File: config.mk
export PLATFORM = sky130hd
export DESIGN_NAME = ramp_adc_capture
export DESIGN_NICKNAME = d
export VERILOG_FILES = /design/src/rtl/adc_cap_pkg.sv /design/src/rtl/adc_ramp_counter.sv /design/src/rtl/adc_capture_chan.sv /design/src/rtl/adc_cap_regs.sv /design/src/rtl/ramp_adc_capture.sv
export SDC_FILE = /design/constraint.sdc
export NUM_CORES = 1
export LEC_CHECK = 0
export CORE_ASPECT_RATIO = 0.5
export CORE_UTILIZATION = 41
export CTS_CLUSTER_DIAMETER = 150
export DETAILED_ROUTE_END_ITERATION = 6
export DONT_BUFFER_PORTS = 1
export GPL_TIMING_DRIVEN = 0
export PLACE_DENSITY = 0.64
export SYNTH_ARGS = -nofsm -noshare
export SYNTH_HDL_FRONTEND = slang
export SYNTH_SLANG_ARGS = --single-unit
export TNS_END_PERCENT = 5
File: constraint.sdc
create_clock -name clk -period 5.6 [get_ports clk]
set_clock_uncertainty 0.05 [all_clocks]
set_input_delay 0.56 -clock clk [delete_from_list [all_inputs] [get_ports clk]]
set_output_delay 0.56 -clock clk [all_outputs]
set_load 0.1 [all_outputs]
File: src/rtl/adc_cap_pkg.sv
package adc_cap_pkg;
   // Register map; result addresses follow the mode register in channel order
   localparam int unsigned ADDR_MODE     = 0;
   localparam int unsigned ADDR_RES_BASE = 1;
   // Bit of the mode register that selects full-rate counting
   localparam int unsigned MODE_FAST_BIT = 7;
endpackage

File: src/rtl/adc_ramp_counter.sv
module adc_ramp_counter #(
   parameter int unsigned CNT_W = 12
) (
   input  logic             clk,
   input  logic             rst_n,
   input  logic             sync_i,
   input  logic             fast_i,
   output logic [CNT_W-1:0] count_o
);
   localparam logic [CNT_W-1:0] CNT_MAX = '1;

   generate
      if (CNT_W < 2) begin : g_bad_width
         $error("adc_ramp_counter: CNT_W must be at least 2");
      end
   endgenerate

   logic             phase;
   logic [CNT_W-1:0] cnt;
   logic             step;

   assign step = fast_i | phase;

   always_ff @(posedge clk) begin
      if (!rst_n) begin
         cnt   <= '0;
         phase <= 1'b0;
      end else if (sync_i) begin
         cnt   <= '0;
         phase <= 1'b0;
      end else if (cnt != CNT_MAX) begin
         phase <= fast_i ? 1'b0 : ~phase;
         if (step) cnt <= cnt + CNT_W'(1);
      end
   end

   assign count_o = cnt;

   // discharge interval keeps the count at zero
   assert_hold_zero_R10: assert property (@(posedge clk) disable iff (!rst_n)
      sync_i |=> (cnt == '0));
   // ceiling is sticky until the next pulse
   assert_no_overflow_R4: assert property (@(posedge clk) disable iff (!rst_n)
      (cnt == CNT_MAX) && !sync_i |=> (cnt == CNT_MAX));
   // full rate adds exactly one per clock below the ceiling
   assert_fast_step_R2: assert property (@(posedge clk) disable iff (!rst_n)
      fast_i && !sync_i && (cnt != CNT_MAX) |=> (cnt == $past(cnt) + CNT_W'(1)));
   // half rate never adds more than one per clock
   assert_slow_step_R3: assert property (@(posedge clk) disable iff (!rst_n)
      !fast_i && !sync_i |=> ((cnt - $past(cnt)) <= CNT_W'(1)));
endmodule

File: src/rtl/adc_capture_chan.sv
module adc_capture_chan #(
   parameter int unsigned CNT_W       = 12,
   parameter int unsigned SYNC_STAGES = 2
) (
   input  logic             clk,
   input  logic             rst_n,
   input  logic             sync_i,
   input  logic             cmp_i,
   input  logic [CNT_W-1:0] count_i,
   output logic [CNT_W-1:0] stamp_o,
   output logic             hit_o
);
   generate
      if (SYNC_STAGES < 2) begin : g_bad_stages
         $error("adc_capture_chan: SYNC_STAGES must be at least 2");
      end
   endgenerate

   logic [SYNC_STAGES-1:0] shreg;
   logic                   prev;
   logic                   rise;
   logic                   hit;
   logic [CNT_W-1:0]       stamp;

   assign rise = shreg[SYNC_STAGES-1] & ~prev;

   always_ff @(posedge clk) begin
      if (!rst_n) begin
         shreg <= '0;
         prev  <= 1'b0;
         hit   <= 1'b0;
         stamp <= '0;
      end else begin
         shreg <= {shreg[SYNC_STAGES-2:0], cmp_i};
         prev  <= shreg[SYNC_STAGES-1];
         if (sync_i) begin
            hit   <= 1'b0;
            stamp <= '0;
         end else if (rise && !hit) begin
            hit   <= 1'b1;
            stamp <= count_i;
         end
      end
   end

   assign stamp_o = stamp;
   assign hit_o   = hit;

   // once tripped, the stamp is frozen for the rest of the cycle
   assert_first_edge_R5: assert property (@(posedge clk) disable iff (!rst_n)
      hit && !sync_i |=> ($stable(stamp) && hit));
   // a channel without a trip carries a zero stamp
   assert_miss_zero_R6: assert property (@(posedge clk) disable iff (!rst_n)
      !hit |-> (stamp == '0));
endmodule

File: src/rtl/adc_cap_regs.sv
module adc_cap_regs
   import adc_cap_pkg::*;
#(
   parameter int unsigned NUM_CH = 4,
   parameter int unsigned CNT_W  = 12,
   parameter int unsigned DATA_W = 16,
   parameter int unsigned ADDR_W = 3,
   parameter int unsigned TRIM_W = 3
) (
   input  logic                    clk,
   input  logic                    rst_n,
   input  logic                    sync_i,
   input  logic [NUM_CH*CNT_W-1:0] stamp_i,
   input  logic [NUM_CH-1:0]       hit_i,
   input  logic [ADDR_W-1:0]       addr_i,
   input  logic                    wr_i,
   input  logic [DATA_W-1:0]       wdata_i,
   output logic [DATA_W-1:0]       rdata_o,
   output logic                    fast_o,
   output logic [TRIM_W-1:0]       trim_o
);
   localparam int unsigned ADDR_TRIM = ADDR_RES_BASE + NUM_CH;
   localparam logic [ADDR_W-1:0] A_MODE = ADDR_W'(ADDR_MODE);
   localparam logic [ADDR_W-1:0] A_TRIM = ADDR_W'(ADDR_TRIM);

   generate
      if (ADDR_TRIM >= (1 << ADDR_W)) begin : g_bad_addr
         $error("adc_cap_regs: address space too small for NUM_CH");
      end
      if (DATA_W <= MODE_FAST_BIT || DATA_W < CNT_W) begin : g_bad_data
         $error("adc_cap_regs: DATA_W too narrow");
      end
      if (TRIM_W >= MODE_FAST_BIT) begin : g_bad_trim
         $error("adc_cap_regs: TRIM_W overlaps the mode bit");
      end
   endgenerate

   logic              sync_d;
   logic              publish;
   logic              fast;
   logic [TRIM_W-1:0] trim;
   logic [CNT_W-1:0]  res [NUM_CH];
   logic              unused_wd;

   assign publish   = sync_i & ~sync_d;
   assign unused_wd = ^{wdata_i[DATA_W-1:MODE_FAST_BIT+1], wdata_i[MODE_FAST_BIT-1:TRIM_W]};

   always_ff @(posedge clk) begin
      if (!rst_n) begin
         sync_d <= 1'b0;
         fast   <= 1'b0;
         trim   <= '0;
      end else begin
         sync_d <= sync_i;
         if (wr_i && addr_i == A_MODE) fast <= wdata_i[MODE_FAST_BIT];
         if (wr_i && addr_i == A_TRIM) trim <= wdata_i[TRIM_W-1:0];
      end
   end

   genvar g;
   generate
      for (g = 0; g < NUM_CH; g++) begin : g_res
         always_ff @(posedge clk) begin
            if (!rst_n)       res[g] <= '0;
            else if (publish) res[g] <= hit_i[g] ? stamp_i[g*CNT_W +: CNT_W] : '0;
         end
         // results move only on the first edge of a pulse
         assert_publish_only_R7: assert property (@(posedge clk) disable iff (!rst_n)
            !publish |=> $stable(res[g]));
      end
   endgenerate

   always_comb begin
      rdata_o = '0;
      if (addr_i == A_MODE) rdata_o[MODE_FAST_BIT] = fast;
      if (addr_i == A_TRIM) rdata_o[TRIM_W-1:0] = trim;
      for (int i = 0; i < int'(NUM_CH); i++) begin
         if (addr_i == ADDR_W'(ADDR_RES_BASE + i)) rdata_o = DATA_W'(res[i]);
      end
   end

   assign fast_o = fast;
   assign trim_o = trim;

   // trim code changes only through its own address
   assert_trim_write_R9: assert property (@(posedge clk) disable iff (!rst_n)
      !(wr_i && addr_i == A_TRIM) |=> $stable(trim_o));
   // mode register reads back nothing but the rate bit
   assert_mode_bits_R8: assert property (@(posedge clk) disable iff (!rst_n)
      (addr_i == A_MODE) |-> ($countones(rdata_o) <= 1));
endmodule

File: src/rtl/ramp_adc_capture.sv
module ramp_adc_capture #(
   parameter int unsigned NUM_CH      = 4,
   parameter int unsigned CNT_W       = 12,
   parameter int unsigned DATA_W      = 16,
   parameter int unsigned ADDR_W      = 3,
   parameter int unsigned TRIM_W      = 3,
   parameter int unsigned SYNC_STAGES = 2
) (
   input  logic              clk,
   input  logic              rst_n,
   input  logic              pwm_sync,
   input  logic [NUM_CH-1:0] cmp_in,
   input  logic [ADDR_W-1:0] reg_addr,
   input  logic              reg_wr,
   input  logic [DATA_W-1:0] reg_wdata,
   output logic [DATA_W-1:0] reg_rdata,
   output logic [TRIM_W-1:0] trim_out
);
   localparam int unsigned STAMP_W = NUM_CH * CNT_W;

   logic               fast;
   logic [CNT_W-1:0]   count;
   logic [STAMP_W-1:0] stamps;
   logic [NUM_CH-1:0]  hits;

   adc_ramp_counter #(.CNT_W(CNT_W)) u_ctr (
      .clk    (clk),
      .rst_n  (rst_n),
      .sync_i (pwm_sync),
      .fast_i (fast),
      .count_o(count)
   );

   genvar c;
   generate
      for (c = 0; c < NUM_CH; c++) begin : g_ch
         adc_capture_chan #(.CNT_W(CNT_W), .SYNC_STAGES(SYNC_STAGES)) u_chan (
            .clk    (clk),
            .rst_n  (rst_n),
            .sync_i (pwm_sync),
            .cmp_i  (cmp_in[c]),
            .count_i(count),
            .stamp_o(stamps[c*CNT_W +: CNT_W]),
            .hit_o  (hits[c])
         );
      end
   endgenerate

   adc_cap_regs #(
      .NUM_CH(NUM_CH), .CNT_W(CNT_W), .DATA_W(DATA_W),
      .ADDR_W(ADDR_W), .TRIM_W(TRIM_W)
   ) u_regs (
      .clk    (clk),
      .rst_n  (rst_n),
      .sync_i (pwm_sync),
      .stamp_i(stamps),
      .hit_i  (hits),
      .addr_i (reg_addr),
      .wr_i   (reg_wr),
      .wdata_i(reg_wdata),
      .rdata_o(reg_rdata),
      .fast_o (fast),
      .trim_o (trim_out)
   );
endmodule

* Yosys cells after proc, flatten, opt, wreduce, memory -nomap -nowiden *
Memory sizes are Yosys's and may differ from the RTL's.
Cells that the tools add are included.

storage, ports and cells
  output and inout port bits = 19
  word-level logic and storage cells = 78
  flip-flop bits (word level) = 82
  bits of input ports = 27
  memories kept = 1
  RAM bits = 48

memories
  name        words  width  rd ports  clocked after memory_dff  write ports  RTL line            RTL
  u_regs.res  4      12     4         0                         4            adc_cap_regs.sv:42  logic [CNT_W-1:0] res [NUM_CH];

cells by class
  $add $sub $neg = 1
  bitwise logic cells = 17
  multiplexer cells = 19
  equal/unequal tests = 6
  reduce and logical (&&, ||, !) cells = 13

operator list
  cell                     number
  $mux W12                 12
  $add A12 B1 Y12 const B  1
  $ne A12 B12 Y1 const B   1
  $not A1 Y1               7
  $eq A3 B2 Y1 const B     2
  $eq A3 B3 Y1 const B     2
  $logic_and A1 B1 Y1      6
  $mux W1                  6
  $and A1 B1 Y1            5
  $or A1 B1 Y1             5
  $logic_not A1 Y1         4
  $eq A3 B1 Y1 const B     1
  $logic_not A3 Y1         1
  $mux W3                  1
  $reduce_and A2 Y1        1
  $reduce_or A2 Y1         1

* Depth between registers and ports, before layout *
  depth in word-level cells = 6
  depth in mapped cells = 5
  gate-level depth less buffers = 5

* Modules after synthesis *
Synthesis repeated with hierarchy kept, for this count alone.

second synthesis, totals
  cell total of the unflattened synthesis = 517
  area total of the unflattened synthesis = 6038.3 um2

by module, submodules not included
  module            area an instance (um2)  instances  cells each
  adc_capture_chan  715.7                   4          65
  adc_cap_regs      2509.9                  1          185
  adc_ramp_counter  665.6                   1          72

* Worst setup path before layout *
OpenSTA, ideal clock, no wires.

  kind = input-to-reg
  start point = input pwm_sync
  end point = memory u_regs.res[0][0] (enable)
  setup slack = 1.020 ns
  buffers on the path = 0
  stages on the path = 2
  arrival = 4.010 ns
  data required time = 5.030 ns
  path through = inv_1 > o21ai_0

RTL lines
  item                RTL line                RTL
  start: declaration  ramp_adc_capture.sv:11  input logic pwm_sync,
  end: declaration    adc_cap_regs.sv:42

* Worst setup path in the final report *
  start point = input reg_addr[0]
  end point = output reg_rdata[2]

between the ends
  cells in the longest elaborated chain, start to end = 6
  elaborated cells between the ends (all ways) = 10

ends and longest elaborated chain
  item                    RTL line                RTL
  start: declaration      ramp_adc_capture.sv:13  input logic [ADDR_W-1:0] reg_addr,
  $eq A3 B3 Y1            adc_cap_regs.sv:76      if (addr_i == A_TRIM) rdata_o[TRIM_W-1:0] = trim;
  $mux W3                 adc_cap_regs.sv:76
  $mux W12 (3 in series)  adc_cap_regs.sv:78      if (addr_i == ADDR_W'(ADDR_RES_BASE + i)) rdata_o = DATA_W'(res[i]);
  $mux W12 *              adc_cap_regs.sv:78
  end: declaration        ramp_adc_capture.sv:16  output logic [DATA_W-1:0] reg_rdata,

Mark *: on every way between the ends. The rest lies on a longest branch, timed or not.

==> impl_metrics.py <==
metrics = {
    "route": {
        "drt-met1-wl_mm": 6.09,
        "route.met2.wl_mm": 5.08,
        "wl_mm": 12.1,
        "num_vias": 3542,
        "ant_nets": 0,
        "drt_pass1_iterations": 4,
        "drt_iter0_markers": 288,
        "route.met3.wl_um": 713,
        "wl_per_cell_um": 18.0,
        "drc": 0,
        "vias_per_cell": 5.28,
        "highest_layer": "met4",
    },
    "place": {
        "dp.cells": 638,
        "gp_congestion": 0.780,
        "hpwl_mm": 8.12,
        "port-buffer-count": 0,
    },
    "clock_network": {
        "cts_resized": 0,
        "cts.sinks": 130,
        "htreeDepth": 4,
        "clk_pin_slew_ns": 0.05,
        "clock-root-buffer": "clkbuf_16",
        "cts-hold-fix-buffers": 0,
        "numCtsBuffers": 17,
        "postCtsSetupRepairBufs": 0,
        "cts_buffer_depth": 2,
        "tritoncts": "done",
        "insertion_delay_ns": 0.41,
    },
    "critical_path": {
        "required_ns": 4.99,
        "critical_path_class": "in -> out",
        "cp-end-kind": "output port",
        "start_kind": "input pin",
        "cp.arrival_ns": 2.88,
        "cp_max_fo": 10,
    },
    "yosys": {
        "synth_cell_types": 43,
        "syn_area_per_cell_um2": 11.2,
        "synth_area_mm2": 0.00524,
        "synth-seq-cells": 130,
        "ys_async_sr_fraction_pct": 0,
        "yosys_warnings": 0,
        "synth_edf_count": 48,
        "syn_inst": 469,
        "yosys_most_used_dff": "dfxtp_1",
        "yosysSeqAreaShare_pct": 58.8,
    },
    "die": {
        "core_area_mm2": 0.0121,
        "ios": 46,
        "die-area_mm2": 0.0133,
        "start_util_pct": 43.2,
        "rows": 28,
        "die_height_um": 82.0,
        "chipWidth_um": 162,
    },
    "global_route": {
        "grt_max_degree": 31,
        "gr-usage-all-layers_pct": 19.3,
        "antenna_found_initial": 1,
        "overflow": 0,
        "first_global_vias": 3269,
        "grt_pass1_wl_mm": 18.3,
    },
    "sta": {
        "maxSlewViolCount": 0,
        "setup_viol": 0,
        "finalCritPeriodShare_pct": 62.3,
        "post-route-min-period_ns": 3.49,
        "fin_hold_ws_ns": 0.224,
        "slew_headroom_pct": 20.0,
        "finalHoldViolCount": 0,
        "grt_setup_unrepaired": "false",
        "fmax_mhz": 287,
        "worst_pin_slew_ns": 1.20,
        "tns_ns": 0,
    },
    "hold_path": {
        "hp-class": "in -> reg",
    },
    "layout": {
        "nets": 520,
        "layout_common_cells": "dfxtp_1, mux2i_1, nor2_1",
        "final_common_cell": "dfxtp_1",
        "drive_gt1_share_pct": 10.9,
        "fin_cells": 671,
        "syn2layout_area_growth_pct": 15.6,
        "final_util_pct": 50.0,
    },
    "pwr": {
        "peakVddDrop_uv": 212,
        "leakagePower_nw": 2.32,
        "p_total_mw": 2.10,
        "powerDensity_mw_per_mm2": 347,
    },
    "job": {
        "drv_cap": 0,
    },
    "outcome": {
        "status": "finished clean",
    },
}
## Yosys cell counts (9+ instances only)
cell / number / area (um^2)
mux2i_1: 65 / 651
and3_1: 48 / 300
nor2b_1: 9 / 56.3
a21oi_1: 14 / 70.1
edfxtp_1: 48 / 1440
dfxtp_1: 82 / 1640
a22oi_1: 9 / 67.6
nor2_1: 58 / 218
nand2_1: 11 / 41.3
o22ai_1: 10 / 62.6
and2_1: 15 / 93.8
clkbuf_1: 28 / 105
## cell families (layout without fill, tap and decap cells)
group / Yosys count / in the layout / share of synthesized area [%]
adder cells (fa/ha/maj): 1 / 1 / 0.239
XOR/XNOR: 1 / 1 / 0.167
other: 1 / 5 / 0.0715
AND/OR/NAND/NOR: 166 / 166 / 16.9
buffers and inverters: 49 / 82 / 3.99
flip-flops: 130 / 130 / 58.8
AO/OA/AOI/OAI: 54 / 54 / 6.95
multiplexers: 67 / 67 / 12.8
## where the power goes
part           switching, mW  internal (mW)
Sequential            0.0132           1.00
Combinational          0.112         0.0325
Clock                  0.375          0.566
Total                  0.500           1.60
## critical path, stage by stage
cell and delay, ns:
clkbuf_1 0.46, nor2b_1 0.21, clkbuf_1 0.52, a221oi_1 0.22, a21oi_2 0.90
## cell type report
class                      count  area (um^2)
fill                        1084         6060
inverter                       8         30.0
tap                          165          206
antenna                        1         2.50
sequential                   130         3080
clock inverter                 9         40.0
multi-input combinational    293         2040
timing repair buffer           1         20.0
buffer                        41          179
clock buffer                  23          458
## per-stage QoR
step | setup slack [ns] | instance area (um^2)
finish | 2.11 | 6060
CTS | 2.09 | 6060
global placement | -0.422 | 5460
global route | 1.96 | 6060
floorplan | 1.02 | 5250
detailed placement | 2.09 | 5560
## state kept, by name, indices dropped and copies added, names as in the netlist
| signal | cells |
|---|---|
| g_ch.u_chan.prev | 4 |
| g_ch.u_chan.stamp_o | 48 |
| g_ch.u_chan.hit_o | 4 |
| u_ctr.count_o | 12 |
| g_ch.u_chan.shreg | 8 |
| u_regs.trim_o | 3 |
| u_regs.res | 48 |
| u_regs.sync_d | 1 |
| u_regs.fast_o | 1 |
| u_ctr.phase | 1 |
## routing by layer
metal | vias up | global-route usage, %
li1 | 1731 | -
met5 | - | 0
met2 | 87 | 29.3
met4 | 0 | 6.70
met1 | 1707 | 25.8
met3 | 17 | 6.41
## worst paths after layout
path	start	end	slack, ns	depth (start not counted)
worst max-delay path	reg_addr[0]	reg_rdata[2]	2.11	5
worst min-delay path	pwm_sync	u_regs.sync_d	0.22	1
worst max register to register	u_regs.sync_d	u_regs.res[0][0]	3.41	4
worst min register to register	g_ch[2].u_chan.shreg[0]	g_ch[2].u_chan.shreg[1]	0.38	1
No activity file was read; power rests on OpenSTA's default activity.
